===== config.mk =====
export PLATFORM = sky130hd
export DESIGN_NAME = i2c_phase_timer
export DESIGN_NICKNAME = d
export VERILOG_FILES = /design/src/rtl/bpg_pkg.sv /design/src/rtl/bpg_sync.sv /design/src/rtl/bpg_prescaler.sv /design/src/rtl/bpg_phase_fsm.sv /design/src/rtl/i2c_phase_timer.sv
export SDC_FILE = /design/constraint.sdc
export NUM_CORES = 1
export LEC_CHECK = 0
export ABC_CLOCK_PERIOD_IN_PS = 3810
export BUFFER_PORTS_ARGS = -buffer_cell sky130_fd_sc_hd__buf_2
export CAP_MARGIN = 20
export CELL_PAD_IN_SITES_DETAIL_PLACEMENT = 0
export CELL_PAD_IN_SITES_GLOBAL_PLACEMENT = 1
export CORE_UTILIZATION = 38
export DETAILED_ROUTE_END_ITERATION = 10
export PLACE_DENSITY = 0.76
export SLEW_MARGIN = 10
export SYNTH_ARGS = -nofsm -noshare
export SYNTH_HDL_FRONTEND = slang
export SYNTH_SLANG_ARGS = --single-unit
export TNS_END_PERCENT = 20

===== constraint.sdc =====
create_clock -name clk -period 3.81 [get_ports clk]
set_input_delay 0.1905 -clock clk [delete_from_list [all_inputs] [get_ports clk]]
set_output_delay 0.1905 -clock clk [all_outputs]
set_load 0.005 [all_outputs]

===== src/rtl/bpg_pkg.sv =====
package bpg_pkg;

    // Phase request encoding seen on cmd_op
    typedef enum logic [1:0] {
        OP_START  = 2'd0,
        OP_RSTART = 2'd1,
        OP_BIT    = 2'd2,
        OP_STOP   = 2'd3
    } op_e;

    // Sequencer states
    typedef enum logic [3:0] {
        PH_FREE,      // bus free count, both lines must read high
        PH_IDLE,      // bus idle, waiting for a start
        PH_HELD,      // SCL held low between phases
        PH_ST_HD,     // start hold: SDA low, SCL high
        PH_LO_HOLD,   // data hold segment of the low time
        PH_LO_MID,    // middle low segment
        PH_LO_SETUP,  // data setup segment of the low time
        PH_WAIT_HI,   // SCL released, waiting to sense high
        PH_HI_BIT,    // high time of a data bit
        PH_RS_SU,     // repeated start setup
        PH_RS_HD,     // repeated start hold
        PH_PS_SU,     // stop setup
        PH_WAIT_LO    // SCL driven, waiting to sense low
    } phase_e;

endpackage


===== src/rtl/bpg_sync.sv =====
module bpg_sync #(
    parameter int STAGES = 2
) (
    input  logic clk,
    input  logic rst_n,
    input  logic din,
    output logic dout
);
    logic [STAGES-1:0] sh_d, sh_q;

    always_comb begin
        sh_d = {sh_q[STAGES-2:0], din};
    end

    // Lines idle high, so the chain resets to ones
    always_ff @(posedge clk or negedge rst_n) begin
        if (!rst_n) sh_q <= '1;
        else        sh_q <= sh_d;
    end

    assign dout = sh_q[STAGES-1];
endmodule


===== src/rtl/bpg_prescaler.sv =====
module bpg_prescaler #(
    parameter int EXP_W = 3
) (
    input  logic             clk,
    input  logic             rst_n,
    input  logic [EXP_W-1:0] cfg_exp,
    input  logic             restart,
    output logic             tick
);
    localparam int PCW = (1 << EXP_W) + 1;

    logic [PCW-1:0] pcnt_d, pcnt_q;
    logic [PCW-1:0] last_val;

    always_comb begin
        last_val = (PCW'(1) << ({1'b0, cfg_exp} + (EXP_W + 1)'(1))) - PCW'(1);
        tick     = (pcnt_q == last_val);
        pcnt_d   = (restart || tick) ? '0 : pcnt_q + PCW'(1);
    end

    always_ff @(posedge clk or negedge rst_n) begin
        if (!rst_n) pcnt_q <= '0;
        else        pcnt_q <= pcnt_d;
    end

    // The shortest tick period is two cycles
    a_r1_tick_gap: assert property (@(posedge clk) disable iff (!rst_n)
        tick |=> !tick)
        else $error("a_r1_tick_gap: ticks in adjacent cycles");
endmodule


===== src/rtl/bpg_phase_fsm.sv =====
module bpg_phase_fsm
    import bpg_pkg::*;
#(
    parameter int CNT_W = 8
) (
    input  logic             clk,
    input  logic             rst_n,
    input  logic             tick,
    input  logic             scl_s,
    input  logic             sda_s,
    input  logic [CNT_W-1:0] cfg_low,
    input  logic [CNT_W-1:0] cfg_high,
    input  logic [CNT_W-1:0] cfg_stasto,
    input  logic [CNT_W-1:0] cfg_data,
    input  logic             cmd_valid,
    input  logic [1:0]       cmd_op,
    input  logic             cmd_bit,
    output logic             restart,
    output logic             cmd_ready,
    output logic             done,
    output logic             rd_bit,
    output logic             bus_idle,
    output logic             scl_oe,
    output logic             sda_oe
);
    typedef struct packed {
        phase_e           st;
        op_e              op;
        logic             bit_v;
        logic [CNT_W-1:0] cnt;
        logic             scl_oe;
        logic             sda_oe;
        logic             done;
        logic             rd;
        logic             bus_idle;
    } fsm_t;

    localparam fsm_t FSM_RST = '{
        st:       PH_FREE,
        op:       OP_START,
        bit_v:    1'b0,
        cnt:      '0,
        scl_oe:   1'b0,
        sda_oe:   1'b0,
        done:     1'b0,
        rd:       1'b0,
        bus_idle: 1'b0
    };

    fsm_t             r_d, r_q;
    op_e              op_in;
    logic [CNT_W-1:0] seg_len;
    logic [CNT_W-1:0] seg_ticks;
    logic             seg_end;
    logic             free_rst;

    assign op_in = op_e'(cmd_op);

    // Segment length for the current state
    always_comb begin
        case (r_q.st)
            PH_FREE, PH_ST_HD, PH_RS_SU,
            PH_RS_HD, PH_PS_SU:        seg_len = cfg_stasto;
            PH_LO_HOLD, PH_LO_SETUP:   seg_len = cfg_data;
            PH_LO_MID:                 seg_len = cfg_low;
            PH_HI_BIT:                 seg_len = cfg_high;
            default:                   seg_len = '0;
        endcase
        seg_ticks = (seg_len == '0) ? CNT_W'(1) : seg_len;
        seg_end   = tick && (r_q.cnt == seg_ticks - CNT_W'(1));
    end

    // Next-state computation
    always_comb begin
        r_d      = r_q;
        r_d.done = 1'b0;
        free_rst = 1'b0;
        if (tick) r_d.cnt = r_q.cnt + CNT_W'(1);

        case (r_q.st)
            PH_FREE: begin
                if (!(scl_s && sda_s)) begin
                    free_rst = 1'b1;
                end else if (seg_end) begin
                    r_d.st       = PH_IDLE;
                    r_d.bus_idle = 1'b1;
                end
            end
            PH_IDLE: begin
                if (cmd_valid && op_in == OP_START) begin
                    r_d.st       = PH_ST_HD;
                    r_d.sda_oe   = 1'b1;
                    r_d.bus_idle = 1'b0;
                end
            end
            PH_HELD: begin
                if (cmd_valid && op_in != OP_START) begin
                    r_d.st    = PH_LO_HOLD;
                    r_d.op    = op_in;
                    r_d.bit_v = cmd_bit;
                end
            end
            PH_ST_HD: begin
                if (seg_end) begin
                    r_d.scl_oe = 1'b1;
                    r_d.st     = PH_WAIT_LO;
                end
            end
            PH_WAIT_LO: begin
                if (!scl_s) begin
                    r_d.st   = PH_HELD;
                    r_d.done = 1'b1;
                end
            end
            PH_LO_HOLD: begin
                if (seg_end) begin
                    r_d.st = PH_LO_MID;
                    case (r_q.op)
                        OP_BIT:  r_d.sda_oe = !r_q.bit_v;
                        OP_STOP: r_d.sda_oe = 1'b1;
                        default: r_d.sda_oe = 1'b0;
                    endcase
                end
            end
            PH_LO_MID: begin
                if (seg_end) r_d.st = PH_LO_SETUP;
            end
            PH_LO_SETUP: begin
                if (seg_end) begin
                    r_d.scl_oe = 1'b0;
                    r_d.st     = PH_WAIT_HI;
                end
            end
            PH_WAIT_HI: begin
                if (scl_s) begin
                    case (r_q.op)
                        OP_BIT: begin
                            r_d.rd = sda_s;
                            r_d.st = PH_HI_BIT;
                        end
                        OP_RSTART: r_d.st = PH_RS_SU;
                        default:   r_d.st = PH_PS_SU;
                    endcase
                end
            end
            PH_HI_BIT: begin
                if (seg_end) begin
                    r_d.scl_oe = 1'b1;
                    r_d.st     = PH_WAIT_LO;
                end
            end
            PH_RS_SU: begin
                if (seg_end) begin
                    r_d.sda_oe = 1'b1;
                    r_d.st     = PH_RS_HD;
                end
            end
            PH_RS_HD: begin
                if (seg_end) begin
                    r_d.scl_oe = 1'b1;
                    r_d.st     = PH_WAIT_LO;
                end
            end
            PH_PS_SU: begin
                if (seg_end) begin
                    r_d.sda_oe = 1'b0;
                    r_d.done   = 1'b1;
                    r_d.st     = PH_FREE;
                end
            end
            default: r_d.st = PH_FREE;
        endcase

        // Every segment begins with fresh tick and segment counts
        restart = (r_d.st != r_q.st) || free_rst;
        if (restart) r_d.cnt = '0;
    end

    always_ff @(posedge clk or negedge rst_n) begin
        if (!rst_n) r_q <= FSM_RST;
        else        r_q <= r_d;
    end

    assign cmd_ready = (r_q.st == PH_IDLE) || (r_q.st == PH_HELD);
    assign done      = r_q.done;
    assign rd_bit    = r_q.rd;
    assign bus_idle  = r_q.bus_idle;
    assign scl_oe    = r_q.scl_oe;
    assign sda_oe    = r_q.sda_oe;

    // SCL stays driven while the low segments run
    a_r2_scl_low_in_low_time: assert property (@(posedge clk) disable iff (!rst_n)
        (r_q.st inside {PH_LO_HOLD, PH_LO_MID, PH_LO_SETUP}) |-> r_q.scl_oe)
        else $error("a_r2_scl_low_in_low_time");

    // a stretched clock holds the block
    a_r4_stretch_holds: assert property (@(posedge clk) disable iff (!rst_n)
        (r_q.st == PH_WAIT_HI && !scl_s) |=> (!r_q.scl_oe && !r_q.done))
        else $error("a_r4_stretch_holds");

    // done never lasts two cycles
    a_r10_done_single: assert property (@(posedge clk) disable iff (!rst_n)
        r_q.done |=> !r_q.done)
        else $error("a_r10_done_single");

    // only a start leaves the bus-idle state
    a_r11_idle_ignores: assert property (@(posedge clk) disable iff (!rst_n)
        (r_q.st == PH_IDLE && !(cmd_valid && op_in == OP_START)) |=> (r_q.st == PH_IDLE))
        else $error("a_r11_idle_ignores");

    // bus idle only follows both lines sensed high
    a_r8_idle_after_high: assert property (@(posedge clk) disable iff (!rst_n)
        $rose(r_q.bus_idle) |-> $past(scl_s && sda_s))
        else $error("a_r8_idle_after_high");
endmodule


===== src/rtl/i2c_phase_timer.sv =====
module i2c_phase_timer #(
    parameter int CNT_W       = 8,
    parameter int EXP_W       = 3,
    parameter int SYNC_STAGES = 2
) (
    input  logic             clk,
    input  logic             rst_n,
    input  logic [CNT_W-1:0] cfg_low,
    input  logic [CNT_W-1:0] cfg_high,
    input  logic [CNT_W-1:0] cfg_stasto,
    input  logic [CNT_W-1:0] cfg_data,
    input  logic [EXP_W-1:0] cfg_exp,
    input  logic             cmd_valid,
    input  logic [1:0]       cmd_op,
    input  logic             cmd_bit,
    output logic             cmd_ready,
    output logic             done,
    output logic             rd_bit,
    output logic             bus_idle,
    input  logic             scl_i,
    input  logic             sda_i,
    output logic             scl_oe,
    output logic             sda_oe
);
    localparam int N_LINES = 2;
    localparam int SCL_IDX = 0;
    localparam int SDA_IDX = 1;

    logic [N_LINES-1:0] line_raw;
    logic [N_LINES-1:0] line_sync;
    logic               tick;
    logic               restart;

    assign line_raw[SCL_IDX] = scl_i;
    assign line_raw[SDA_IDX] = sda_i;

    for (genvar g = 0; g < N_LINES; g++) begin : g_sync
        bpg_sync #(.STAGES(SYNC_STAGES)) u_sync (
            .clk  (clk),
            .rst_n(rst_n),
            .din  (line_raw[g]),
            .dout (line_sync[g])
        );
    end

    bpg_prescaler #(.EXP_W(EXP_W)) u_presc (
        .clk    (clk),
        .rst_n  (rst_n),
        .cfg_exp(cfg_exp),
        .restart(restart),
        .tick   (tick)
    );

    bpg_phase_fsm #(.CNT_W(CNT_W)) u_fsm (
        .clk       (clk),
        .rst_n     (rst_n),
        .tick      (tick),
        .scl_s     (line_sync[SCL_IDX]),
        .sda_s     (line_sync[SDA_IDX]),
        .cfg_low   (cfg_low),
        .cfg_high  (cfg_high),
        .cfg_stasto(cfg_stasto),
        .cfg_data  (cfg_data),
        .cmd_valid (cmd_valid),
        .cmd_op    (cmd_op),
        .cmd_bit   (cmd_bit),
        .restart   (restart),
        .cmd_ready (cmd_ready),
        .done      (done),
        .rd_bit    (rd_bit),
        .bus_idle  (bus_idle),
        .scl_oe    (scl_oe),
        .sda_oe    (sda_oe)
    );
endmodule


Word-level counts from Yosys, hierarchy flattened. Index checks and enable logic that the tools add are counted.

Word-level logic and storage cells: 102. Flip-flop bits (word level): 33.

Muxes and demuxes: 34. $add $sub $neg: 5. Equal/unequal tests: 26. Reductions and logical operators: 24. Shift-type cells: 1.

Operator list (count): $mux W4 (11); $pmux W4 S11 (1); $pmux W8 S4 (1); $mux W8 (3); $eq A4 B4 Y1 const B (5); $eq A4 B3 Y1 const B (4); $ne A2 B1 Y1 const B (8); $add A9 B1 Y9 const B (1); $eq A9 B9 Y1 (1); $mux W1 (9); $mux W9 (1); $shl A1 B4 Y9 const A (1); $sub A9 B2 Y9 const B (1); $add A8 B1 Y8 const B (1); $eq A4 B2 Y1 const B (2); $eq A8 B8 Y1 (1); $logic_not A8 Y1 (1); $pmux W1 S2 (4); $reduce_bool A2 Y1 (4); $sub A8 B1 Y8 const B (1); $mux W7 (1); $reduce_and A3 Y1 (2); $reduce_and A5 Y1 (1); $reduce_or A5 Y1 (1); 18 further kinds (24).

Longest topological paths before layout. Gate-level depths: netlist of the first run.

Depth in word-level cells: 15. Gate-level depth with buffers: 15. Gate-level depth less buffers: 13.

Cells and area by module. A second synthesis of the first run with hierarchy kept.

Cells, all modules: 323. Area, all modules: 2776.4 sq um.

Modules (own cells, without submodules): bpg_phase_fsm (area an instance 1941.9 sq um, times used 1, seq. area each 500.5 sq um, cells an instance 240); bpg_prescaler (area an instance 729.4 sq um, times used 1, seq. area each 225.2 sq um, cells an instance 79); bpg_sync (area an instance 52.6 sq um, times used 2, seq. area each 52.6 sq um, cells an instance 2).

Least setup slack after synthesis of the first run. Ideal clock, no wire load.

Path kind: in2reg. Start: input port cfg_exp[1]. End: register u_fsm.r_q (netlist bit u_fsm.sda_oe). Data required time: 3682 ps. Setup slack: -4 ps. Setup time: 128 ps. Data arrival time: 3686 ps. Stages on the path: 14. Cell sequence: clkbuf_1 clkbuf_1 and2_1 ha_1 or3b_2 ha_1 xnor2_1 a221o_1 nor4_1 nand3_1 nor4_1 nand4_1 o21ai_1 mux2_1.

Longest elaborated chain between the ends: 7.

Ends and longest elaborated chain: from (decl) (RTL line i2c_phase_timer.sv:12) `input logic [EXP_W-1:0] cfg_exp,`; $add A3 B1 Y4 * (RTL line bpg_prescaler.sv:16) `last_val = (PCW'(1) << ({1'b0, cfg_exp} + (EXP_W + 1)'(1))) - PCW'(1);`; $shl A1 B4 Y9 * (RTL line bpg_prescaler.sv:16); $sub A9 B2 Y9 * (RTL line bpg_prescaler.sv:16); $eq A9 B9 Y1 * (RTL line bpg_prescaler.sv:17) `tick = (pcnt_q == last_val);`; $logic_and A1 B1 Y1 * (RTL line bpg_phase_fsm.sv:70) `seg_end = tick && (r_q.cnt == seg_ticks - CNT_W'(1));`; $ne A2 B1 Y1 (no line); $reduce_and A5 Y1 (no line) *; to (signal assigned) (RTL line bpg_phase_fsm.sv:181) `else r_q <= r_d;`; to (decl) (RTL line bpg_phase_fsm.sv:50) `fsm_t r_d, r_q;`.

Mark *: on every way between the ends. The rest lies on a longest branch, timed or not. A chain may end at the register's enable or synchronous reset.

==> impl_metrics.tcl, run 1 <==
set metrics [dict create \
    power.density_nw_per_um2 427 \
    num_rows 30 \
    cp-start-kind "register" \
    max_freq_mhz 274 \
    die_w_um 86.7 \
    overflow 0 \
    hold_path.class "in -> reg" \
    grt_antenna_before_repair 0 \
    port_buffers 48 \
    async_reset_ff_share_pct 100 \
    final_cell_mix "buf_2, nor2_1, dfrtp_1" \
    antenna-diode-count 0 \
    place.gp.congestion 0.813 \
    status "complete, no violations" \
    wirelength_mm 7.19 \
    synth_seq_cells 33 \
    initial_utilization_pct 39.7 \
    die_h_um 86.7 \
    die_area_sq_um 7520 \
    leakage_nw 1.49 \
    fillCellCount 684 \
    drt_iter0_drc 184 \
    end_kind "register" \
    cap_violations 0 \
    drive_above_1_share_pct 29.6 \
    seq_area_frac_synth_pct 30.5 \
    max_slew_margin_pct 49.3 \
    core_area_sq_um 6870 \
    finalCritPeriodShare_pct 95.7 \
    synth_fp_nets 370 \
    layout_min_cycle_time_ns 3.65 \
    ys_warn_count 0 \
    vias_per_cell 5.46 \
    ys.flop_type "dfrtp_1" \
    grt_pass1_vias 2405 \
    nNetsFinal 435 \
    htreeDepth 2 \
    layout_commonest_cell "buf_2" \
    multi_input_area_sq_um 1850 \
    tritoncts "done" \
    finalClockSkew_ns 0.00746 \
    drc_errors 0 \
    synth.avg_cell_area_sq_um 8.55 \
    cts_root_buffer "clkbuf_8" \
    clkTransAtPathRegs_ns 0.07 \
    firstDrtPassIters 4 \
    dp.cells 463 \
    final_cells 481 \
    finalHoldViolCount 0 \
    wire_per_inst_um 14.9 \
    tritoncts.num_buffers 5 \
    seqCellArea_sq_um 832 \
    crit_arrival_ns 3.86 \
    grt_max_degree 34 \
    crit_fanout 5 \
    rsz0062_at_grt "true" \
    slew_violations 0 \
    max_slew.worst_pin.slew_ns 0.761 \
    grt_pass1_wl_mm 11.6 \
    netlist_instances 319 \
    synth_edf_count 0 \
    area_delta_synth_final_pct 24.7 \
    crit_required_ns 4.02 \
    crit_type "reg -> reg" \
    cts_buffer_depth 2 \
    peakVddDrop_v 0.000184 \
    tns_ns 0 \
    ant_nets 0 \
    ioPinCount 49 \
    cts.sinks 33 \
    synth_area_sq_um 2730 \
    grt_usage_pct 19.4 \
    insertion_delay_ns 0.29 \
    detailed_place_hpwl_mm 5.32 \
    ys_types 64 \
    finalSetupViolations 0 \
    vias 2628 \
]
==> synth_stat cells, types with 4 or more instances <==
library cell,n,share of area (%)
nor2_1,33,4.5
dfrtp_1,29,27
nand2_1,25,3.4
xnor2_1,21,6.7
a21oi_1,19,3.5
clkbuf_1,16,2.2
nand4_1,14,3.2
o21ai_0,13,2.4
inv_1,10,1.4
nand3b_1,9,2.5
xor2_1,9,2.9
a221o_1,8,2.9
ha_1,8,3.7
nand2b_1,8,1.8
and3_1,7,1.6
nand3_1,5,0.92
and2_1,4,0.92
dfstp_2,4,3.9
mux2_2,4,1.7
nor2b_1,4,0.92
nor3_1,4,0.73
==> worst paths after layout <==
path	startpoint	end	slack [ns]	depth (start not counted)
max	u_fsm.r_q[16]	u_fsm.r_q[19]	0.16	13
min	cmd_bit	u_fsm.r_q[13]	0.13	2
max reg2reg	u_fsm.r_q[16]	u_fsm.r_q[19]	0.16	13
min reg2reg	g_sync[0].u_sync.sh_q[0]	g_sync[0].u_sync.sh_q[1]	0.36	0
max in group asynchronous	rst_n	u_fsm.r_q[18]	2.77	2
min in group asynchronous	rst_n	u_fsm.scl_oe	0.51	2
==> final cells by class <==
class	count	area share, %
Clock buffer	5	2.02
Sequential cell	33	24.5
Tap cell	96	3.53
Clock inverter	3	0.515
Inverter	11	1.21
Timing Repair Buffer	77	13.9
Multi-Input combinational cell	256	54.4
==> what timing repair did <==
| action | 4_1_cts | 5_1_grt |
|---|---|---|
| endpoints found under the setup margin | 0 | 15 |
| setup buffers | 0 | 6 |
| gates resized for setup | 0 | 13 |
| hold buffers | 3 | 0 |
| endpoints found under the hold margin | 18 | 0 |
==> report_power, final <==
part           leakage [nW]  total [mW]  internal (mW)  switching, mW
Clock                0.0439       0.258          0.126          0.132
Combinational          1.03       0.715          0.344          0.371
Sequential            0.419       0.478          0.404         0.0746
==> worst max-delay path, cell delays in order, from the launching register on <==
cell,delay (ns)
dfrtp_1,0.41
or3b_4,0.42
o211a_4,0.17
a221o_1,0.38
nor4_4,0.35
a31oi_2,0.15
ha_1,0.33
xor2_1,0.16
and2_1,0.14
nand4_1,0.11
nor3_2,0.25
nand4_4,0.16
or3_4,0.36
a32oi_1,0.16
==> state kept, by name, indices dropped and copies added, names as in the netlist <==
name and count:
u_fsm.scl_oe 1, u_fsm.bus_idle 1, u_fsm.r_q 15, g_sync.u_sync.sh_q 4, u_fsm.done 1, u_presc.pcnt_q 9
u_fsm.rd_bit 1, u_fsm.sda_oe 1
==> stage by stage <==
stage | utilization (%) | total power [mW] | hold slack (ns) | cell area (sq um) | setup slack, ns
detailed placement | 46.1 | 1.12 | 0.297 | 3160 | 0.0557
CTS | 47.8 | 1.40 | 0.122 | 3280 | 0.0147
finish | 49.5 | 1.45 | 0.133 | 3400 | 0.165
floorplan | - | 0.958 | -0.105 | 2730 | 0.0842
global placement | 46.1 | 1.12 | 0.282 | 3160 | 0.139
global route | 49.5 | 1.57 | 0.127 | 3400 | -0.101
==> cell families (layout without fill, tap and decap cells) <==
kind of cell / after synthesis / count (layout) / synth area share [%]
and+or+nand+nor: 135 / 135 / 27.7
AOI/OAI and AO/OA: 74 / 75 / 20.2
muxes: 7 / 7 / 2.80
xor gates and xnor gates: 31 / 31 / 10.5
DFF: 33 / 33 / 30.5
adders and majority gates: 8 / 8 / 3.67
buffers and inverters: 31 / 96 / 4.68
==> layer usage <==
| layer | part of all wire [%] | GRT usage (%) | vias up |
|---|---|---|---|
| met5 | 0 | 0 | - |
| met4 | 0.86 | 4.24 | 0 |
| met3 | 4.7 | 2.19 | 5 |
| met2 | 45 | 30.4 | 73 |
| met1 | 49 | 28.8 | 1248 |
| li1 | - | - | 1302 |
(Power assumes the default switching activity.)
==> run 2, diff against run 1 <==
--- a/config.mk
+++ b/config.mk
@@ -12,6 +12,7 @@
 export CELL_PAD_IN_SITES_GLOBAL_PLACEMENT = 1
 export CORE_UTILIZATION = 38
 export DETAILED_ROUTE_END_ITERATION = 10
+export GPL_TIMING_DRIVEN = 0
 export PLACE_DENSITY = 0.76
 export SLEW_MARGIN = 10
 export SYNTH_ARGS = -nofsm -noshare
==> run 2 against run 1 <==
Against the previous run:
- core utilization rose by 0.86 points
- die area did not move
- wire length fell by 2.0%
- the flow now finishes with violations (setup timing)
- via count rose by 0.34%
- hold slack improved by 0.012 ns
- total power rose by 7.5%
==> impl_metrics.tcl, run 2 (same netlist as run 1, synthesis figures left out) <==
set metrics [dict create \
    leakage_nw 1.50 \
    die_h_um 86.7 \
    drive_above_1_share_pct 28.6 \
    clkTransAtPathRegs_ns 0.08 \
    area_delta_synth_final_pct 26.9 \
    hold_path.class "in -> reg" \
    status "finished with violations" \
    multi_input_area_sq_um 1860 \
    finalHoldViolCount 0 \
    vias 2637 \
    insertion_delay_ns 0.29 \
    cts_root_buffer "clkbuf_8" \
    initial_utilization_pct 39.7 \
    largestRegisters "u_fsm.r_q: 15 flops, u_presc.pcnt_q: 9 flops, g_sync.u_sync.sh_q: 4 flops" \
    tritoncts.num_buffers 5 \
    cts_buffer_depth 2 \
    wirelength_mm 7.04 \
    die_w_um 86.7 \
    placed_area_sq_um 3090 \
    crit_family "compound AO/OA/AOI/OAI gates" \
    crit_fanout 8 \
    fillCellCount 708 \
    power_mw 1.56 \
    violations "setup timing" \
    path_buf_inv 3 \
    peakVddDrop_v 0.000293 \
    detailed_place_hpwl_mm 5.21 \
    path_cells "buf_4 > xnor2_1 > o211a_4 > buf_6 > a221o_1 > nor4_4 > a31oi_2 > ha_2 > xor2_1 > and2_1 > nand4_1 > nor3_2 > nand4_4 > a221oi_4 > buf_12 > nor3b_1" \
    cpPeakStageDelay_ns 0.42 \
    post-place-ws_ns -0.574 \
    layout_min_cycle_time_ns 3.82 \
    antenna-diode-count 0 \
    max_slew.worst_pin.slew_ns 0.726 \
    max_slew_margin_pct 51.6 \
    grt_max_degree 34 \
    max_freq_mhz 262 \
    grt_pass1_vias 2568 \
    vias_per_cell 5.40 \
    core_area_sq_um 6870 \
    layout_commonest_cell "buf_2" \
    cp_slowest_cell "dfrtp_1" \
    grt_pass1_wl_mm 11.9 \
    fin_util_pct 50.4 \
    ant_nets 0 \
    finalClockSkew_ns 0.0116 \
    overflow 0 \
    grt_usage_pct 20.1 \
    finalCritPeriodShare_pct 100 \
    cts.sinks 33 \
    power_switching_uw 581 \
    clock_power_share_pct 21.9 \
    htreeDepth 2 \
    rsz0062_at_grt "true" \
    crit_required_ns 3.98 \
    ioPinCount 49 \
    final_area_sq_um 3460 \
    p_int_uw 979 \
    num_rows 30 \
    wire_per_inst_um 14.4 \
    finalSetupViolations 8 \
    seqPwrFrac_pct 29.9 \
    cp-start-kind "register" \
    nNetsFinal 442 \
    crit_type "reg -> reg" \
    whs_ns 0.145 \
    comb_power_share_pct 48.3 \
    power.density_nw_per_um2 451 \
    tritoncts "done" \
    seqCellArea_sq_um 831 \
    grt_antenna_before_repair 0 \
    drc_errors 0 \
    tns_ns -0.0459 \
    p_sw_share_pct 37.2 \
    cap_violations 0 \
    end_kind "register" \
    fin_ws_ns -0.0130 \
    top_register "u_fsm.r_q" \
    largest_reg_flops 15 \
    place.gp.congestion 0.851 \
    firstDrtPassIters 4 \
    die_area_sq_um 7520 \
    port_buffers 47 \
    final_cell_mix "buf_2, nor2_1, dfrtp_1" \
    dp.cells 462 \
    slew_violations 0 \
    drt_iter0_drc 171 \
    final_cells 488 \
    crit_arrival_ns 3.99 \
]
[run 2: cell types whose count changed in the layout (fill, tap and decap cells not counted), moves of 2 or more]
cell      change
a21oi_2       +3
xnor2_1       +2
a21oi_1       -3
clkinv_2      -2
clkbuf_2      +4
buf_4         -8
o21ai_1       +2
clkbuf_1     +12
xnor2_2       -2
[run 2: final timing paths]
| path | startpoint | end | slack (ns) | cells after the start |
|---|---|---|---|---|
| min in group asynchronous | rst_n | u_fsm.scl_oe | 0.49 | 2 |
| max in group asynchronous | rst_n | u_fsm.r_q[15] | 2.84 | 2 |
| setup reg to reg | u_fsm.r_q[19] | u_fsm.r_q[6] | -0.01 | 16 |
| hold / removal | cmd_bit | u_fsm.r_q[13] | 0.15 | 2 |
| hold reg to reg | g_sync[1].u_sync.sh_q[0] | g_sync[1].u_sync.sh_q[1] | 0.36 | 0 |
| setup / recovery | u_fsm.r_q[19] | u_fsm.r_q[6] | -0.01 | 16 |
[run 2: layer usage]
layer	global-route usage, %	up-vias	wire length, um
met1	26.1	1244	3120
met5	0	-	0
li1	-	1310	-
met4	7.12	0	61
met2	33.8	79	3510
met3	3.52	4	352
[run 2: cell type report]
class                           count  share of cell area (%)
Clock buffer                        7                    2.49
Timing Repair Buffer               66                    11.5
Clock inverter                      1                   0.868
Sequential cell                    33                    24.0
Inverter                           11                    1.27
Tap cell                           96                    3.47
Buffer                             19                    2.78
Multi-Input combinational cell    255                    53.6
[run 2: what timing repair did]
action / 4_1_cts / 5_1_grt
gates cloned: 0 / 0
hold endpoints to repair: 21 / 0
buffers inserted: 12 / 4
gates resized for setup: 15 / 15
endpoints found under the setup margin: 15 / 15
pin swaps: 12 / 12
hold buffers: 3 / 0
[run 2: power groups by stage]
stage          registers, mW  logic (mW)  clock network, mW
2_1_floorplan          0.452       0.506                  0
3_3_place_gp           0.470       0.622                  0
4_1_cts                0.465       0.718              0.354
5_1_grt                0.474       0.837              0.366
3_5_place_dp           0.471       0.626                  0
6_report               0.466       0.753              0.342
